$ cat src/rtl/twi_id_pkg.sv
package twi_id_pkg;
  typedef enum logic [2:0] {
    ST_IDLE,
    ST_DEV,
    ST_WORD,
    ST_WDAT,
    ST_RDAT
  } twi_state_e;
endpackage

$ cat src/rtl/twi_bus_cond.sv
module twi_bus_cond (
  input  logic clk_i,
  input  logic rst_ni,
  input  logic scl_i,
  input  logic sda_i,
  output logic scl_rise_o,
  output logic scl_fall_o,
  output logic start_o,
  output logic stop_o
);
  logic scl_q, sda_q;

  always_ff @(posedge clk_i or negedge rst_ni) begin
    if (!rst_ni) begin
      scl_q <= 1'b1;
      sda_q <= 1'b1;
    end else begin
      scl_q <= scl_i;
      sda_q <= sda_i;
    end
  end

  assign scl_rise_o = scl_i & ~scl_q;
  assign scl_fall_o = ~scl_i & scl_q;
  assign start_o    = scl_i & scl_q & sda_q & ~sda_i;
  assign stop_o     = scl_i & scl_q & ~sda_q & sda_i;
endmodule

$ cat src/rtl/twi_busy_timer.sv
module twi_busy_timer #(
  parameter int unsigned CYCLES = 2_000_000
) (
  input  logic clk_i,
  input  logic rst_ni,
  input  logic start_i,
  output logic busy_o
);
  localparam int unsigned CW = $clog2(CYCLES + 1);
  logic [CW-1:0] cnt_q;

  always_ff @(posedge clk_i or negedge rst_ni) begin
    if (!rst_ni)             cnt_q <= '0;
    else if (start_i)        cnt_q <= CW'(CYCLES);
    else if (cnt_q != '0)    cnt_q <= cnt_q - 1'b1;
  end

  assign busy_o = (cnt_q != '0);

  AST_BUSY_FROM_START: assert property (@(posedge clk_i) disable iff (!rst_ni)
    $rose(busy_o) |-> $past(start_i));
endmodule

$ cat src/rtl/twi_id_eeprom.sv
module twi_id_eeprom
  import twi_id_pkg::*;
#(
  parameter logic [6:0]  DEV_ID      = 7'h50,
  parameter int unsigned ADDR_W      = 7,
  parameter int unsigned OFS_W       = 3,
  parameter int unsigned BUSY_CYCLES = 2_000_000  // must be >= page size
) (
  input  logic              clk_i,
  input  logic              rst_ni,
  input  logic              scl_i,
  input  logic              sda_i,
  input  logic              wr_en_i,
  output logic              sda_oe_o,
  output logic [ADDR_W-1:0] mem_addr_o,
  input  logic [7:0]        mem_rdata_i,
  output logic              mem_we_o,
  output logic [7:0]        mem_wdata_o,
  output logic              cmd_ack_o
);
  localparam int unsigned PAGE_N = 1 << OFS_W;
  localparam int unsigned PG_W   = ADDR_W - OFS_W;

  logic rise_w, fall_w, start_w, stop_w, busy_w, commit_go;

  twi_bus_cond u_cond (
    .clk_i, .rst_ni, .scl_i, .sda_i,
    .scl_rise_o(rise_w), .scl_fall_o(fall_w), .start_o(start_w), .stop_o(stop_w)
  );

  twi_busy_timer #(.CYCLES(BUSY_CYCLES)) u_busy (
    .clk_i, .rst_ni, .start_i(commit_go), .busy_o(busy_w)
  );

  twi_state_e         state_q;
  logic [3:0]         cnt_q;
  logic [7:0]         sh_q;
  logic               rd_q, we_ok_q, oe_q, ack_q, commit_q;
  logic [ADDR_W-1:0]  cur_q;
  logic [PG_W-1:0]    page_q;
  logic [PAGE_N-1:0]  valid_q, cmask_q;
  logic [OFS_W-1:0]   cidx_q;
  logic [7:0]         pbuf_q [PAGE_N];
  logic               pbuf_we;

  assign commit_go = stop_w & we_ok_q & wr_en_i & (|valid_q);
  assign pbuf_we   = fall_w & ~start_w & ~stop_w & (state_q == ST_WDAT) & (cnt_q == 4'd8);

  always_ff @(posedge clk_i) begin
    if (pbuf_we) pbuf_q[cur_q[OFS_W-1:0]] <= sh_q;
  end

  always_ff @(posedge clk_i or negedge rst_ni) begin
    if (!rst_ni) begin
      state_q  <= ST_IDLE;
      cnt_q    <= '0;
      sh_q     <= '0;
      rd_q     <= 1'b0;
      we_ok_q  <= 1'b0;
      oe_q     <= 1'b0;
      ack_q    <= 1'b0;
      commit_q <= 1'b0;
      cur_q    <= '0;
      page_q   <= '0;
      valid_q  <= '0;
      cmask_q  <= '0;
      cidx_q   <= '0;
    end else begin
      ack_q   <= 1'b0;
      we_ok_q <= we_ok_q & wr_en_i;
      if (commit_q) begin
        cidx_q <= cidx_q + 1'b1;
        if (cidx_q == OFS_W'(PAGE_N - 1)) commit_q <= 1'b0;
      end
      if (start_w) begin
        state_q <= ST_DEV;
        cnt_q   <= '0;
        oe_q    <= 1'b0;
        valid_q <= '0;
        we_ok_q <= wr_en_i;
      end else if (stop_w) begin
        state_q <= ST_IDLE;
        oe_q    <= 1'b0;
        valid_q <= '0;
        if (commit_go) begin
          commit_q <= 1'b1;
          cidx_q   <= '0;
          cmask_q  <= valid_q;
        end
      end else if (state_q != ST_IDLE) begin
        if (rise_w) begin
          if (cnt_q < 4'd8) begin
            cnt_q <= cnt_q + 4'd1;
            if (state_q != ST_RDAT) sh_q <= {sh_q[6:0], sda_i};
          end else if (cnt_q == 4'd8) begin
            // master NACK ends a read
            if (state_q == ST_RDAT && sda_i) state_q <= ST_IDLE;
            else cnt_q <= 4'd9;
          end
        end else if (fall_w) begin
          if (cnt_q == 4'd8 && state_q != ST_RDAT) begin
            unique case (state_q)
              ST_DEV: begin
                if (sh_q[7:1] == DEV_ID && !busy_w) begin
                  oe_q  <= 1'b1;
                  rd_q  <= sh_q[0];
                  ack_q <= 1'b1;
                end else begin
                  state_q <= ST_IDLE;
                end
              end
              ST_WORD: begin
                oe_q   <= 1'b1;
                cur_q  <= sh_q[ADDR_W-1:0];
                page_q <= sh_q[ADDR_W-1:OFS_W];
              end
              ST_WDAT: begin
                oe_q <= 1'b1;
                valid_q[cur_q[OFS_W-1:0]] <= 1'b1;
                cur_q[OFS_W-1:0] <= cur_q[OFS_W-1:0] + 1'b1;
              end
              default: ;
            endcase
          end else if (cnt_q == 4'd8) begin
            oe_q  <= 1'b0;
            cur_q <= cur_q + 1'b1;
          end else if (cnt_q == 4'd9) begin
            cnt_q <= '0;
            oe_q  <= 1'b0;
            unique case (state_q)
              ST_DEV: begin
                if (rd_q) begin
                  state_q <= ST_RDAT;
                  sh_q    <= mem_rdata_i;
                  oe_q    <= ~mem_rdata_i[7];
                end else begin
                  state_q <= ST_WORD;
                end
              end
              ST_WORD: state_q <= ST_WDAT;
              ST_RDAT: begin
                sh_q <= mem_rdata_i;
                oe_q <= ~mem_rdata_i[7];
              end
              default: ;
            endcase
          end else if (state_q == ST_RDAT && cnt_q != '0) begin
            sh_q <= {sh_q[6:0], 1'b0};
            oe_q <= ~sh_q[6];
          end
        end
      end
    end
  end

  assign sda_oe_o    = oe_q;
  assign cmd_ack_o   = ack_q;
  assign mem_we_o    = commit_q & cmask_q[cidx_q];
  assign mem_wdata_o = pbuf_q[cidx_q];
  assign mem_addr_o  = commit_q ? {page_q, cidx_q} : cur_q;

  AST_OE_AFTER_FALL: assert property (@(posedge clk_i) disable iff (!rst_ni)
    !$stable(sda_oe_o) |-> $past(fall_w || start_w || stop_w));
  AST_RELEASE_ON_STOP: assert property (@(posedge clk_i) disable iff (!rst_ni)
    $past(stop_w) |-> !sda_oe_o);
  AST_ACK_ONE_CYCLE: assert property (@(posedge clk_i) disable iff (!rst_ni)
    cmd_ack_o |=> !cmd_ack_o);
  AST_NO_ACK_BUSY: assert property (@(posedge clk_i) disable iff (!rst_ni)
    cmd_ack_o |-> !busy_w);
  AST_WRITE_IN_BUSY: assert property (@(posedge clk_i) disable iff (!rst_ni)
    mem_we_o |-> busy_w);
endmodule

$ cat config.mk
export PLATFORM = sky130hd
export DESIGN_NAME = twi_id_eeprom
export DESIGN_NICKNAME = d
export VERILOG_FILES = /design/src/rtl/twi_id_pkg.sv /design/src/rtl/twi_bus_cond.sv /design/src/rtl/twi_busy_timer.sv /design/src/rtl/twi_id_eeprom.sv
export SDC_FILE = /design/constraint.sdc
export NUM_CORES = 1
export LEC_CHECK = 0
export BUFFER_PORTS_ARGS = -buffer_cell sky130_fd_sc_hd__buf_4
export CAP_MARGIN = 20
export CORE_MARGIN = 1
export CORE_UTILIZATION = 50
export DETAILED_ROUTE_END_ITERATION = 10
export PLACE_DENSITY = 0.74
export SYNTH_ARGS = -nofsm -noshare
export SYNTH_HDL_FRONTEND = slang
export SYNTH_HIERARCHICAL = 1
export SYNTH_SLANG_ARGS = --single-unit
$ cat constraint.sdc
create_clock -name clk_i -period 4.1 [get_ports clk_i]
set_input_delay 0.41 -clock clk_i [delete_from_list [all_inputs] [get_ports clk_i]]
set_output_delay 0.41 -clock clk_i [all_outputs]
set_load 0.1 [all_outputs]
==> out/qor.yml, run 1 <==
period_needed_ps: 3230
seq_area_frac_synth: 0.571
skew_ps: 11.8
cts_tree: "yes"
max-slew-margin-rel: 0.309
worstSetupEndpoint: "rd_q$_DFFE_PN0P_"
swShare: 0.320
cts_buffer_depth: 2
yosys-top-cells-area: "edfxtp_1 29%, dfrtp_1 27%, mux2_2 7.2%"
r2r_cells: 7
areaGrowthSynthToFinish_pct: 15.7
async_reset_ff_frac: 0.533
syn_nets: 527
clock-root-buffer: "clkbuf_16"
grt_overflow_total: 0
synth.top_cell.area_share: 0.293
whs_ps: 114
clkPwrFrac: 0.388
firstDrtPassIters: 5
cp.arrival_ps: 3540
cp_data_required_time_ps: 4410
track_usage: 0.221
drv_cap: 0
numPortBuffers: 30
drc: 0
path_cells: "or4_4 -> or3_4 -> or2_0 -> nor4b_1 -> nand2_1 -> nor4_1 -> mux2_2"
antenna_found_initial: 0
post_cts_buffers: 0
cpMaxStageDelayCell: "or4_4"
status: "completed"
clock_latency_ps: 420
nNetsFinal: 560
cts.sinks: 137
path_max_fanout: 6
avgSynthCellArea_um2: 13.0
ff2ff_setup_slack_ps: 870
die-area_um2: 13600
vias_per_cell: 5.98
cp-end-kind: "flip-flop"
start_kind: "flip-flop"
drive_gt1_frac: 0.274
p_int_mw: 2.84
power_density_nw_per_um2: 549
ctsHoldBuffers: 0
syn_area_um2: 6570
setup_tns_ps: 0
die_y_um: 117
fmax_ghz: 0.310
gp_congestion: 0.913
wl_per_cell_um: 18.7
ir_worst_vdd_mv: 0.367
min_period_over_period: 0.787
reg2reg_from: "u_busy/cnt_q[9]$_DFFE_PN0P_"
cts_resized: 0
reg2reg_to: "rd_q$_DFFE_PN0P_"
p_comb_frac: 0.181
rows: 41
leakage_nw: 2.97
wl_mm: 13.5
grt_max_degree: 74
final_cell_mix: "71 x dfrtp_1, 64 x edfxtp_1, 46 x nor2_1"
yosys_warnings: 6
worstSetupPathType: "flip-flop to flip-flop"
rsz0062_at_grt: "false"
worst-slew-pin-transition_ps: 1030
cts.reportedPaths.clkPinSlew_ps: 60
p_seq_frac: 0.431
fill_cells: 1019
synth_area_leader_cell: "edfxtp_1"
synth_edf_count: 64
mostFrequentLayoutCell: "dfrtp_1"
first_iter_violations: 302
cpPeakStageDelay_ps: 590
synth_cell_types: 70
place_hpwl_mm: 8.84
antennaDiodeCount: 0
slew_violations: 0
hold_viol: 0
ys_ff_latch: 137
via_count: 4331
synth_ff_type: "dfrtp_1"
start_util: 0.516
htree_levels: 4
die-width_um: 117
setup_viol: 0
core_area_um2: 12700
switching_power_mw: 1.33
io_pins: 31
grt_pass1_vias: 4301
power.total_mw: 4.17
hold_path_class: "primary input to asynchronous set/reset pin"
synth_cells: 506
numCtsBuffers: 17
ant_nets: 0
startpoint: "u_busy/cnt_q[9]$_DFFE_PN0P_"
grt_pass1_wl_mm: 22.2
## routing by layer
layer | GRT usage | vias up | routed length (um)
met5 | 0 | - | 0
met4 | 0.0810 | 0 | 211
met3 | 0.0560 | 17 | 708
met2 | 0.355 | 140 | 6670
met1 | 0.293 | 2166 | 5920
li1 | - | 2008 | -
## state kept, by name (all words and copies together), names as in the netlist
| signal | count |
|---|---|
| u_cond/sda_q | 1 |
| we_ok_q | 1 |
| sh_q | 8 |
| commit_q | 1 |
| pbuf_q | 64 |
| cmd_ack_o | 1 |
| sda_oe_o | 1 |
| state_q | 3 |
| u_busy/cnt_q | 21 |
| valid_q | 8 |
| cnt_q | 4 |
| page_q | 4 |
| cidx_q | 3 |
| cmask_q | 8 |
| rd_q | 1 |
| u_cond/scl_q | 1 |
| cur_q | 7 |
## cell families (layout without fill, tap and decap cells)
logic type | after synthesis | count (layout) | share of synthesized area
fa+ha+maj | 8 | 8 | 0.0152
xor+xnor | 14 | 14 | 0.0187
compound gates | 81 | 81 | 0.0903
simple gates | 160 | 160 | 0.136
mux | 68 | 68 | 0.146
flops | 137 | 137 | 0.571
buf+inv | 38 | 84 | 0.0231
## through the flow
stage	instances	setup WS, ps	cell area (um^2)	utilization
after global placement	691	924	6970	0.548
after floorplan	506	900	6570	-
final	724	874	7600	0.597
after detailed placement	691	868	6970	0.548
after CTS	723	867	7590	0.597
after global routing	724	609	7600	0.597
## area by class of cell
type | count | area, um^2 | share of cell area
inverter | 13 | 48.8 | 0.00642
clock inverter | 15 | 201 | 0.0265
sequential | 137 | 3750 | 0.494
multi-input combinational | 331 | 2670 | 0.351
clock buffer | 17 | 425 | 0.0560
timing repair buffer | 39 | 290 | 0.0382
tap | 172 | 215 | 0.0283
## power by group through the flow
stage,logic [mW],registers (mW),clock network (mW)
2_1_floorplan,0.673,1.76,0
3_3_place_gp,0.729,1.81,0
3_5_place_dp,0.743,1.82,0
4_1_cts,0.752,1.80,1.64
5_1_grt,0.813,1.82,1.70
6_report,0.756,1.80,1.62
## worst max-delay path: cells and delay by family, from the launching register on
kind          cells  cell delay [ps]
simple gates      6             2330
mux               1              370
flops             1              420
## synthesized netlist by cell type (3+ instances only)
library cell / n
xor2_1: 10
o31ai_1: 5
a31oi_1: 7
nor2_1: 46
a211oi_1: 7
or4_1: 7
mux2_2: 42
or3_1: 11
nand2b_1: 7
dfrtp_1: 71
xnor2_1: 4
mux4_2: 18
o21a_1: 3
nor4b_1: 4
edfxtp_1: 64
nand3b_1: 5
mux2i_1: 8
nor2b_1: 8
o211ai_1: 3
o31a_1: 3
nand4_1: 4
and3b_1: 3
nand3_1: 8
nand2_1: 17
a2bb2oi_1: 4
o21ai_0: 11
nor3_1: 13
a21oi_1: 12
inv_1: 13
clkbuf_1: 21
ha_1: 8
nor4_1: 8
or3b_2: 3
## how the worst min path moves through the flow
stage               slack (ps)                     end  cells past startpoint
floorplan                  110     cidx_q[0]$_DFF_PN0_                      0
global placement           470       we_ok_q$_DFF_PN0_                      1
detailed placement         500       we_ok_q$_DFF_PN0_                      1
CTS                        100  u_cond/scl_q$_DFF_PN1_                      1
global route               100  u_cond/scl_q$_DFF_PN1_                      1
finish                     110    cnt_q[3]$_DFFE_PN0P_                      1
Note: power is estimated with default switching activity, not from simulation.
==> inputs of run 2 (changes only) <==
- PLACE_DENSITY: 0.74 -> 0.77
- clock period: 4.1 -> 2.7 ns (I/O delays scaled with it)
==> out/qor.yml, run 2 (synthesis gave the netlist of run 1 again) <==
cts_buffer_depth: 2
whs_ps: -17.2
cp_data_required_time_ps: 3010
path_max_fanout: 2
ant_nets: 0
antenna_found_initial: 0
final_util: 0.616
ir_worst_vdd_mv: 0.401
io_pins: 31
fill_cells: 985
slew_violations: 0
power.total_mw: 6.15
min_period_over_period: 1.00
grt_max_degree: 74
firstDrtPassIters: 5
worstSetupPathType: "flip-flop to flip-flop"
nNetsFinal: 591
place_area_um2: 7200
rows: 41
grt_pass1_wl_mm: 24.1
final_cell_mix: "71 x dfrtp_1, 68 x buf_4, 64 x edfxtp_1"
clock-root-buffer: "clkbuf_16"
cp.arrival_ps: 3020
hold_viol: 16
areaGrowthSynthToFinish_pct: 19.3
fmax_ghz: 0.369
numPortBuffers: 30
hold_path_class: "primary input to asynchronous set/reset pin"
setup_tns_ps: -12.0
clock_latency_ps: 430
pre_cts_slack_ps: -6.31
largest_reg_flops: 64
place_inst: 718
cts_tree: "yes"
violations: "negative hold slack, negative setup slack"
vias_per_cell: 6.05
drv_cap: 0
cts.reportedPaths.clkPinSlew_ps: 60
mostFrequentLayoutCell: "dfrtp_1"
via_count: 4567
period_needed_ps: 2710
die-area_um2: 13600
status: "finished with violations"
start_util: 0.516
instances_no_fill: 755
drc: 0
worst-slew-pin-transition_ps: 941
setup_viol: 1
max-slew-margin-rel: 0.371
numCtsBuffers: 17
ff2ff_setup_slack_ps: -10
drive_gt1_frac: 0.319
start_kind: "flip-flop"
gp_congestion: 0.881
htree_levels: 4
core_area_um2: 12700
die-width_um: 117
grt_overflow_total: 0
wl_per_cell_um: 19.7
leakage_nw: 3.10
grt_pass1_vias: 4673
rsz0062_at_grt: "true"
die_y_um: 117
track_usage: 0.242
first_iter_violations: 324
place_hpwl_mm: 9.69
skew_ps: 11.6
stdcell_area_um2: 7830
antennaDiodeCount: 0
cts.sinks: 137
wl_mm: 14.9
power_density_nw_per_um2: 785
cp-end-kind: "flip-flop"
setup_ws_ps: -12.0
-- run 2: where the power goes --
part | internal, mW | switching (mW)
clock network | 1.30 | 0.904
registers | 2.42 | 0.325
logic | 0.430 | 0.770
-- run 2: critical path, cell delays in order (launching register included) --
cell and delay, ps:
dfrtp_1 380, or4_4 540, or3_4 340, or2_4 280, nor4b_4 310, nand2_2 100
nor4_4 320, mux2_4 320
-- run 2: repair_timing --
item / in CTS / in global routing
pin swaps: 0 / 5
resized for setup: 1 / 5
buffers inserted: 0 / 3
endpoints found under the hold margin: 2 / 0
endpoints found under the setup margin: 1 / 4
hold buffers: 2 / 0
-- run 2: final cells by class --
| cell class | count | area (um^2) | area share |
|---|---|---|---|
| Timing Repair Buffer | 70 | 531 | 0.0677 |
| Tap cell | 172 | 215 | 0.0275 |
| Clock buffer | 20 | 447 | 0.0570 |
| Inverter | 13 | 48.8 | 0.00623 |
| Multi-Input combinational cell | 331 | 2720 | 0.348 |
| Clock inverter | 12 | 116 | 0.0149 |
| Sequential cell | 137 | 3750 | 0.479 |
-- run 2: worst paths after layout --
path / end / start / cells after the start
setup / recovery: rd_q$_DFFE_PN0P_ / u_busy/cnt_q[9]$_DFFE_PN0P_ / 7
hold / removal: cidx_q[2]$_DFF_PN0_ / rst_ni / 1
setup reg to reg: rd_q$_DFFE_PN0P_ / u_busy/cnt_q[9]$_DFFE_PN0P_ / 7
hold reg to reg: we_ok_q$_DFF_PN0_ / we_ok_q$_DFF_PN0_ / 1
max in group asynchronous: sh_q[3]$_DFFE_PN0P_ / rst_ni / 1
min in group clk_i: we_ok_q$_DFF_PN0_ / wr_en_i / 2
-- run 2: per-layer routing --
layer  global-route usage  up-vias  wire length [um]
met1                0.296     2300              6050
met5                    0        -                 0
li1                     -     2070                 -
met2                0.404      169              7620
met4                0.109        0               362
met3               0.0623       28               852
